### config.mk
export PLATFORM = sky130hd
export DESIGN_NAME = mmu_xlate_unit
export DESIGN_NICKNAME = d
export VERILOG_FILES = /design/src/rtl/mmu_xlate_pkg.sv /design/src/rtl/mmu_pt_store.sv /design/src/rtl/mmu_perm_check.sv /design/src/rtl/mmu_xlate_unit.sv
export SDC_FILE = /design/constraint.sdc
export NUM_CORES = 1
export LEC_CHECK = 0
export BUFFER_PORTS_ARGS = -buffer_cell sky130_fd_sc_hd__buf_4
export CORE_ASPECT_RATIO = 1.5
export CORE_MARGIN = 4
export CORE_UTILIZATION = 57
export CTS_BUF_LIST = sky130_fd_sc_hd__clkbuf_16
export CTS_CLUSTER_SIZE = 40
export DETAILED_ROUTE_END_ITERATION = 10
export PLACE_DENSITY_LB_ADDON = 0.05
export SLEW_MARGIN = 20
export SYNTH_ARGS = -nofsm -noshare
export SYNTH_HDL_FRONTEND = slang
export SYNTH_HIERARCHICAL = 1
export SYNTH_SLANG_ARGS = --single-unit
### constraint.sdc
create_clock -name clk -period 3.3 [get_ports clk]
set_clock_uncertainty 0.1 [all_clocks]
set_input_delay 0.66 -clock clk [delete_from_list [all_inputs] [get_ports clk]]
set_output_delay 0.66 -clock clk [all_outputs]
set_load 0.03 [all_outputs]
### src/rtl/mmu_xlate_pkg.sv
package mmu_xlate_pkg;

    typedef enum logic [1:0] {
        KIND_READ  = 2'b00,
        KIND_WRITE = 2'b01,
        KIND_FETCH = 2'b10,
        KIND_RSVD  = 2'b11
    } acc_kind_t;

    typedef enum logic [1:0] {
        PERM_RO   = 2'b00,
        PERM_RW   = 2'b01,
        PERM_XO   = 2'b10,
        PERM_RSVD = 2'b11
    } perm_t;

    typedef enum logic [1:0] {
        ST_IDLE     = 2'b00,
        ST_MAPPED   = 2'b01,
        ST_PAGE_FLT = 2'b10,
        ST_PROT_FLT = 2'b11
    } xl_state_t;

endpackage

### src/rtl/mmu_pt_store.sv
module mmu_pt_store #(
    parameter int VPN_W = 6,
    parameter int ENT_W = 8
) (
    input  logic             clk,
    input  logic             rst_n,
    input  logic             wr_en,
    input  logic [VPN_W-1:0] wr_idx,
    input  logic [ENT_W-1:0] wr_data,
    input  logic [VPN_W-1:0] rd_idx,
    output logic [ENT_W-1:0] rd_data
);
    localparam int DEPTH = 1 << VPN_W;

    logic [ENT_W-1:0] table_q [DEPTH];

    always_ff @(posedge clk) begin
        if (!rst_n) begin
            for (int i = 0; i < DEPTH; i++) begin
                table_q[i] <= '0;
            end
        end else if (wr_en) begin
            table_q[wr_idx] <= wr_data;
        end
    end

    assign rd_data = table_q[rd_idx];


    pt_write_lands_chk: assert property (@(posedge clk) disable iff (!rst_n)
        wr_en |=> (table_q[$past(wr_idx)] == $past(wr_data)));

endmodule

### src/rtl/mmu_perm_check.sv
module mmu_perm_check
    import mmu_xlate_pkg::*;
(
    input  logic [1:0] kind,
    input  logic [1:0] perm,
    output logic       allowed
);
    always_comb begin
        allowed = 1'b0;
        unique case (kind)
            KIND_READ:  allowed = (perm == PERM_RO) || (perm == PERM_RW);
            KIND_WRITE: allowed = (perm == PERM_RW);
            KIND_FETCH: allowed = (perm == PERM_XO);
            KIND_RSVD:  allowed = 1'b0;
        endcase
    end


    rsvd_never_allowed_chk: assert final (
        !((perm == PERM_RSVD || kind == KIND_RSVD) && allowed));

endmodule

### src/rtl/mmu_xlate_unit.sv
module mmu_xlate_unit
    import mmu_xlate_pkg::*;
#(
    parameter int VPN_W = 6,
    parameter int PFN_W = 5,
    parameter int OFF_W = 10
) (
    input  logic                   clk,
    input  logic                   rst_n,
    input  logic                   req_valid,
    input  logic [VPN_W+OFF_W-1:0] req_vaddr,
    input  logic [1:0]             req_kind,
    input  logic                   pt_we,
    input  logic [VPN_W-1:0]       pt_idx,
    input  logic [PFN_W+2:0]       pt_entry,
    output logic                   resp_valid,
    output logic [PFN_W+OFF_W-1:0] resp_paddr,
    output logic                   resp_page_fault,
    output logic                   resp_prot_fault
);
    localparam int VA_W  = VPN_W + OFF_W;
    localparam int PA_W  = PFN_W + OFF_W;
    localparam int ENT_W = PFN_W + 3;
    localparam int RES_B = ENT_W - 1;

    xl_state_t          state_q, state_d;
    logic [PA_W-1:0]    paddr_q, paddr_d;
    logic [ENT_W-1:0]   pte;
    logic [VPN_W-1:0]   vpn;
    logic [OFF_W-1:0]   disp;
    logic               pte_resident;
    logic [1:0]         pte_perm;
    logic [PFN_W-1:0]   pte_frame;
    logic               access_ok;

    assign vpn  = req_vaddr[VA_W-1:OFF_W];
    assign disp = req_vaddr[OFF_W-1:0];

    mmu_pt_store #(.VPN_W(VPN_W), .ENT_W(ENT_W)) pt_i (
        .clk     (clk),
        .rst_n   (rst_n),
        .wr_en   (pt_we),
        .wr_idx  (pt_idx),
        .wr_data (pt_entry),
        .rd_idx  (vpn),
        .rd_data (pte)
    );

    assign pte_resident = pte[RES_B];
    assign pte_perm     = pte[RES_B-1:RES_B-2];
    assign pte_frame    = pte[PFN_W-1:0];

    mmu_perm_check perm_i (
        .kind    (req_kind),
        .perm    (pte_perm),
        .allowed (access_ok)
    );

    // Next-state: the state names the outcome of the accepted request.
    always_comb begin
        state_d = ST_IDLE;
        paddr_d = '0;
        if (req_valid) begin
            if (!pte_resident) begin
                state_d = ST_PAGE_FLT;
            end else if (!access_ok) begin
                state_d = ST_PROT_FLT;
            end else begin
                state_d = ST_MAPPED;
                paddr_d = {pte_frame, disp};
            end
        end
    end

    always_ff @(posedge clk) begin
        if (!rst_n) begin
            state_q <= ST_IDLE;
            paddr_q <= '0;
        end else begin
            state_q <= state_d;
            paddr_q <= paddr_d;
        end
    end

    always_comb begin
        resp_valid      = 1'b0;
        resp_page_fault = 1'b0;
        resp_prot_fault = 1'b0;
        resp_paddr      = '0;
        unique case (state_q)
            ST_IDLE: ;
            ST_MAPPED: begin
                resp_valid = 1'b1;
                resp_paddr = paddr_q;
            end
            ST_PAGE_FLT: begin
                resp_valid      = 1'b1;
                resp_page_fault = 1'b1;
            end
            ST_PROT_FLT: begin
                resp_valid      = 1'b1;
                resp_prot_fault = 1'b1;
            end
        endcase
    end


    resp_follows_req_chk: assert property (@(posedge clk) disable iff (!rst_n)
        req_valid |=> resp_valid);


    no_spurious_resp_chk: assert property (@(posedge clk) disable iff (!rst_n)
        !req_valid |=> !resp_valid);


    single_fault_chk: assert property (@(posedge clk) disable iff (!rst_n)
        !(resp_page_fault && resp_prot_fault));


    fault_zero_addr_chk: assert property (@(posedge clk) disable iff (!rst_n)
        (resp_page_fault || resp_prot_fault) |-> (resp_paddr == '0));


    disp_passthru_chk: assert property (@(posedge clk) disable iff (!rst_n)
        req_valid |=> (resp_page_fault || resp_prot_fault ||
                       resp_paddr[OFF_W-1:0] == $past(req_vaddr[OFF_W-1:0])));

endmodule

==> metrics.yaml, run 1 <==
pwr:
  p_leak_nw: 9.76
  powerDensity_nw_per_um2: 524
  peakVddDrop_v: 0.000369
sta:
  slew_headroom_pct: 38.9
  period_share_pct: 86.4
  max_freq_ghz: 0.351
  min_period_ns: 2.85
  setup_tns_ns: 0
  rsz0062_at_grt: "no"
  finalHoldViolCount: 0
  drv_slew: 0
  setup_viol: 0
  worstMarginPinSlew_ns: 0.916
  fin_ws_ns: 0.449
floorplanning:
  initial_core_util_pct: 57.9
  num_rows: 92
  design.core.area_sq_um: 42200
  fp.dieArea_sq_um: 46300
  die_h_microns: 262
  io_pins: 54
  die_w_microns: 177
yosys:
  syn-num-nets: 1665
  synth_top_cell_by_area: "edfxtp_1"
  ys_top_cells_by_count: "527 x and2_1, 512 x edfxtp_1, 132 x mux4_2"
  ys_seq_elements: 529
  async_flop_share_pct: 0
  synth_top_area_share_pct: 62.9
  ys_types: 48
  synth.most_common_cell: "and2_1"
  synth_edf_count: 512
  synth_area_leaders: "edfxtp_1 63%, and2_1 13%, mux4_2 12%"
  postSynthAreaPerCell_sq_um: 15.0
  synth_ff_type: "edfxtp_1"
  synth_area_sq_um: 24400
  synth_cells: 1629
  yosysSeqAreaShare_pct: 64.3
  synth-warning-count: 6
worst_setup_path:
  arrival_ns: 3.26
  critical_path_required_ns: 3.71
  crit_chain: "mux4_2 -> mux2i_1 -> buf_4 -> a211oi_1 -> o21ai_1 -> o41ai_1 -> o31ai_2 -> and4_4 -> and2_1"
  cp_max_fo: 15
  slowest_stage: "mux4_2"
  r2r_cells: 9
  cpPeakStageDelay_ns: 0.47
  path_class: "reg2reg"
  crit_path_start_kind: "flip-flop"
  worstSetupEndpointType: "flip-flop"
placement:
  port_buffers: 53
  dpl_cell_area_sq_um: 26100
  hpwl_microns: 41900
  pre_cts_ws_ns: -0.0224
  place_congestion: 0.865
  dp.cells: 2257
global_routing:
  grt-ovfl-total: 0
  grt_pass1_vias: 14500
  antenna_found_initial: 1
  grt_max_degree: 68
  grt_pass1_wl_microns: 93300
  track_usage_pct: 27.3
clocking:
  cts_tree: "built"
  cts_resized: 0
  postCtsHoldBufs: 0
  path_clk_slew_ns: 0.07
  cts_buffer_depth: 3
  clock-sinks: 529
  h-tree-depth: 2
  clockRootBuffer: "clkbuf_16"
  cts_buffers: 49
  clk_latency_ns: 0.57
  cts_setup_buffers: 0
routing:
  vias_per_cell: 6.04
  dr.pass1.iters: 6
  dr_total_vias: 14200
  antenna_left: 0
  wl_per_cell_microns: 26.6
  drt-initial-drc-count: 1373
  drc: 0
  finalWirelength_microns: 62400
hold_path:
  hold_class: "in2reg"
  whs_path_depth: 2
cells_and_area:
  regArea_sq_um: 15700
  design_area_sq_um: 27600
  finalNonFillerCells: 2347
  multiInputGateArea_sq_um: 8120
  fill_cells: 3079
  nets: 1780
  layout-drive-gt1-share_pct: 23.4
  areaGrowthSynthToFinish_pct: 12.9
  final_core_util_pct: 65.3
outcome:
  status: "finished, final reports clean"
flow_run:
  maxCapViolations: 0
-- worst paths after layout --
| path | from | end | slack, ns |
|---|---|---|---|
| min | req_vaddr[8] | paddr_q[8] | 0.19 |
| max reg2reg | pt_i/table_q[24][6] | paddr_q[14] | 0.45 |
| max | pt_i/table_q[24][6] | paddr_q[14] | 0.45 |
| min reg2reg | pt_i/table_q[43][1] | paddr_q[11] | 0.89 |
-- logic make-up (layout without fill, tap and decap cells) --
group	Yosys count	count (layout)	synth area share (%)
and+or+nand+nor	684	684	16.9
DFF	529	529	64.3
muxes	162	162	13.4
buffers and inverters	130	283	2.50
AOI/OAI and AO/OA	124	124	2.92
other	0	1	0
-- critical path, delay by kind of cell, from the launching register on --
family | cells | cell delay, ns
compound gates | 4 | 0.94
buf+inv | 1 | 0.15
flops | 1 | 0.41
mux | 2 | 0.63
simple gates | 2 | 0.55
-- through the flow --
stage               power, W  hold slack, ns
CTS                   0.0145           0.176
global placement     0.00913           0.763
floorplan            0.00859           0.676
global route          0.0149           0.186
detailed placement   0.00916           0.767
finish                0.0145           0.193
-- power by group --
part           switching, W  leakage (nW)  internal [W]  total, W
clock network       0.00244         0.762       0.00300   0.00545
logic              0.000687          4.00      0.000514   0.00120
registers          0.000125          5.00       0.00769   0.00781
-- layout by cell type (no fill, tap or decap), types with 17 or more instances in the layout --
master	netlist	routed
clkinv_1	0	18
o21ai_0	67	67
edfxtp_1	512	512
clkbuf_16	0	49
mux4_2	132	132
buf_4	8	183
nor2_1	76	76
and2_1	527	527
mux2i_1	25	25
dfxtp_1	17	17
-- sequential cells by signal, summed over array words and instances (netlist names) --
| register | count |
|---|---|
| pt_i/table_q | 512 |
| state_q | 2 |
| paddr_q | 15 |
-- area by class of cell --
| cell class | instances | area share, % |
|---|---|---|
| Sequential cell | 529 | 57.0 |
| Multi-Input combinational cell | 970 | 29.4 |
| Timing Repair Buffer | 192 | 5.57 |
| Clock buffer | 49 | 4.44 |
| Tap cell | 564 | 2.56 |
| Clock inverter | 40 | 1.01 |
| Inverter | 2 | 0.0272 |
| Antenna cell | 1 | 0.00907 |
-- routing by layer --
layer | wire length (microns) | GRT usage [%] | vias to the layer above
met2 | 33300 | 49.3 | 508
met3 | 3410 | 3.15 | 115
li1 | - | - | 6235
met4 | 2260 | 8.69 | 0
met1 | 23400 | 34.6 | 7309
met5 | 0 | 0 | -
(Power assumes the default switching activity.)
==> run 2: changes to the inputs <==
- CAP_MARGIN: not set -> 25
- CORE_UTILIZATION: 57 -> 65
- clock period: 3.3 -> 3.5 ns (I/O delays scaled with it)
==> run 2 against run 1 <==
Non-clock buffer count shrank 30. Register-to-register slack gained 0.17 ns. Critical path depth grew 1. Sequential share of layout area grew 0.51 points. First-iteration DRC count grew 9.0%. Worst setup slack gained 0.040 ns. Critical path type is now in2reg. Critical endpoint is now paddr_q[2]. Largest cell class unchanged.
==> metrics.yaml, run 2 (same netlist as run 1, synthesis figures left out) <==
outcome:
  status: "finished, final reports clean"
sta:
  rsz0062_at_grt: "no"
  setup_viol: 0  # unchanged
  min_period_ns: 3.01
  whs_ns: 0.225  # +0.0321 ns
  max_freq_ghz: 0.332
  worstMarginPinSlew_ns: 0.969  # +0.0526 ns
  setup_tns_ns: 0  # unchanged
  slew_headroom_pct: 35.4  # -3.5 points
  finalHoldViolCount: 0  # unchanged
  fin_ws_ns: 0.489  # +0.0401 ns
  drv_slew: 0  # unchanged
  period_share_pct: 86.0
cells_and_area:
  regMostFlops: "pt_i/table_q"
  areaGrowthSynthToFinish_pct: 11.9
  nets: 1748  # -1.8%
  top_regs: "pt_i/table_q: 512 flops, paddr_q: 15 flops, state_q: 2 flops"
  design_area_sq_um: 27300  # -0.88%
  layout-drive-gt1-share_pct: 22.5  # -0.92 points
  n_antenna_cell: 0  # -1
  layout_commonest_cell: "and2_1"
  largest_reg_flops: 512  # unchanged
  layout_common_cells: "527 x and2_1, 512 x edfxtp_1, 157 x buf_4"
clocking:
  cts_buffers: 47  # -4.1%
  cts_buffer_depth: 3  # unchanged
  h-tree-depth: 2  # unchanged
  path_clk_slew_ns: 0.06  # about the same
  clk_latency_ns: 0.58  # about the same
  cts_tree: "built"
  clockRootBuffer: "clkbuf_16"
  cts_setup_buffers: 0  # unchanged
  clock-sinks: 529  # unchanged
  postCtsHoldBufs: 0  # unchanged
  cts_resized: 0  # unchanged
global_routing:
  grt_max_degree: 68  # unchanged
  grt_pass1_wl_microns: 91600  # -1.8%
  antenna_found_initial: 1  # unchanged
  grt-ovfl-total: 0  # unchanged
  track_usage_pct: 30.1  # +2.9 points
  grt_pass1_vias: 14600  # +0.62%
routing:
  dr_total_vias: 14200  # +0.32%
  drc: 0  # unchanged
  drt-initial-drc-count: 1496  # +9.0%
  antenna_left: 0  # unchanged
  finalWirelength_microns: 61000  # -2.2%
  dr.pass1.iters: 5  # -1
  vias_per_cell: 6.37  # +5.5%
  wl_per_cell_microns: 27.3  # +2.9%
pwr:
  switching_share_pct: 21.8  # -0.72 points
  peakVddDrop_v: 0.000433  # +17%
  powerDensity_nw_per_um2: 511  # -2.5%
  power.switching_w: 0.00305  # -6.4%
  clockPowerShare_pct: 39.5  # +1.8 points
  internal_power_w: 0.0109  # -2.5%
  p_leak_nw: 9.66  # -1.1%
  p_comb_share_pct: 7.7  # -0.6 points
  seqPwrFrac_pct: 52.7  # -1.3 points
  p_total_w: 0.0140  # -3.4%
floorplanning:
  initial_core_util_pct: 66.2  # +8.4 points
  design.core.area_sq_um: 36900  # -13%
  die_w_microns: 166  # -6.1%
  fp.dieArea_sq_um: 40800  # -12%
  num_rows: 86  # -6.5%
  io_pins: 54  # unchanged
  die_h_microns: 246  # -6.2%
flow_run:
  maxCapViolations: 0  # unchanged
worst_setup_path:
  arrival_ns: 3.43  # +0.17 ns
  worstSetupEndpointType: "flip-flop"
  critical_path_required_ns: 3.92  # +0.21 ns
  path_class: "in2reg"
  cp_max_fo: 22  # +7
  crit_path_start_kind: "input pin"
hold_path:
  hold_class: "in2reg"
placement:
  place_congestion: 0.874  # +1.1%
  pre_cts_ws_ns: -0.0264  # -0.00394 ns
  hpwl_microns: 40500  # -3.2%
  port_buffers: 53  # unchanged
  dpl_cell_area_sq_um: 25700  # -1.4%
[run 2: changes by cell type in the layout (fill, tap and decap cells not counted), moves of 4 or more]
cell	change
clkinv_1	-8
o21ai_0	-5
bufinv_16	+6
o21ai_1	+5
buf_12	-4
buf_4	-26
[run 2: final timing paths]
check | depth (start not counted) | from | slack, ns | end
min reg2reg | 6 | pt_i/table_q[40][4] | 0.86 | paddr_q[14]
min | 2 | req_vaddr[3] | 0.23 | paddr_q[3]
max | 10 | req_vaddr[10] | 0.49 | paddr_q[2]
max reg2reg | 8 | pt_i/table_q[30][6] | 0.62 | paddr_q[2]
[run 2: layout make-up]
type,instances,area (sq um)
multi-input combinational,970,8120
tap,484,606
clock inverter,37,438
fill,2290,9560
timing repair buffer,162,1260
clock buffer,48,1200
sequential,529,15700
inverter,2,7.51
[run 2: power by group through the flow]
stage,combinational (W),sequential (W),clock (W)
floorplan,0.000674,0.00743,0
global placement,0.00106,0.00749,0
detailed placement,0.00107,0.00750,0
CTS,0.00108,0.00737,0.00558
global route,0.00113,0.00738,0.00584
finish,0.00108,0.00737,0.00553
[run 2: routing by layer]
layer	wire length [microns]	GRT usage (%)	vias up	share of wire [%]
li1	-	-	6158	-
met1	21900	38.4	7198	36
met2	31100	51.5	686	51
met3	4480	4.10	168	7.3
met4	3530	15.1	2	5.8
met5	9	0	-	0.015
[run 2: through the flow]
stage          util (%)  std cells
3_5_place_dp       69.7       2147
6_report           74.1       2232
5_1_grt            74.1       2232
4_1_cts            74.1       2232
2_1_floorplan         -       1629
3_3_place_gp       69.7       2147
[run 2: critical path, cell delays in order]
cell	delay [ns]
buf_6	0.31
buf_12	0.26
buf_4	0.22
mux2i_1	0.35
a21oi_1	0.14
o21ai_1	0.31
o41ai_1	0.19
o31ai_2	0.36
and4_4	0.39
and2_1	0.16
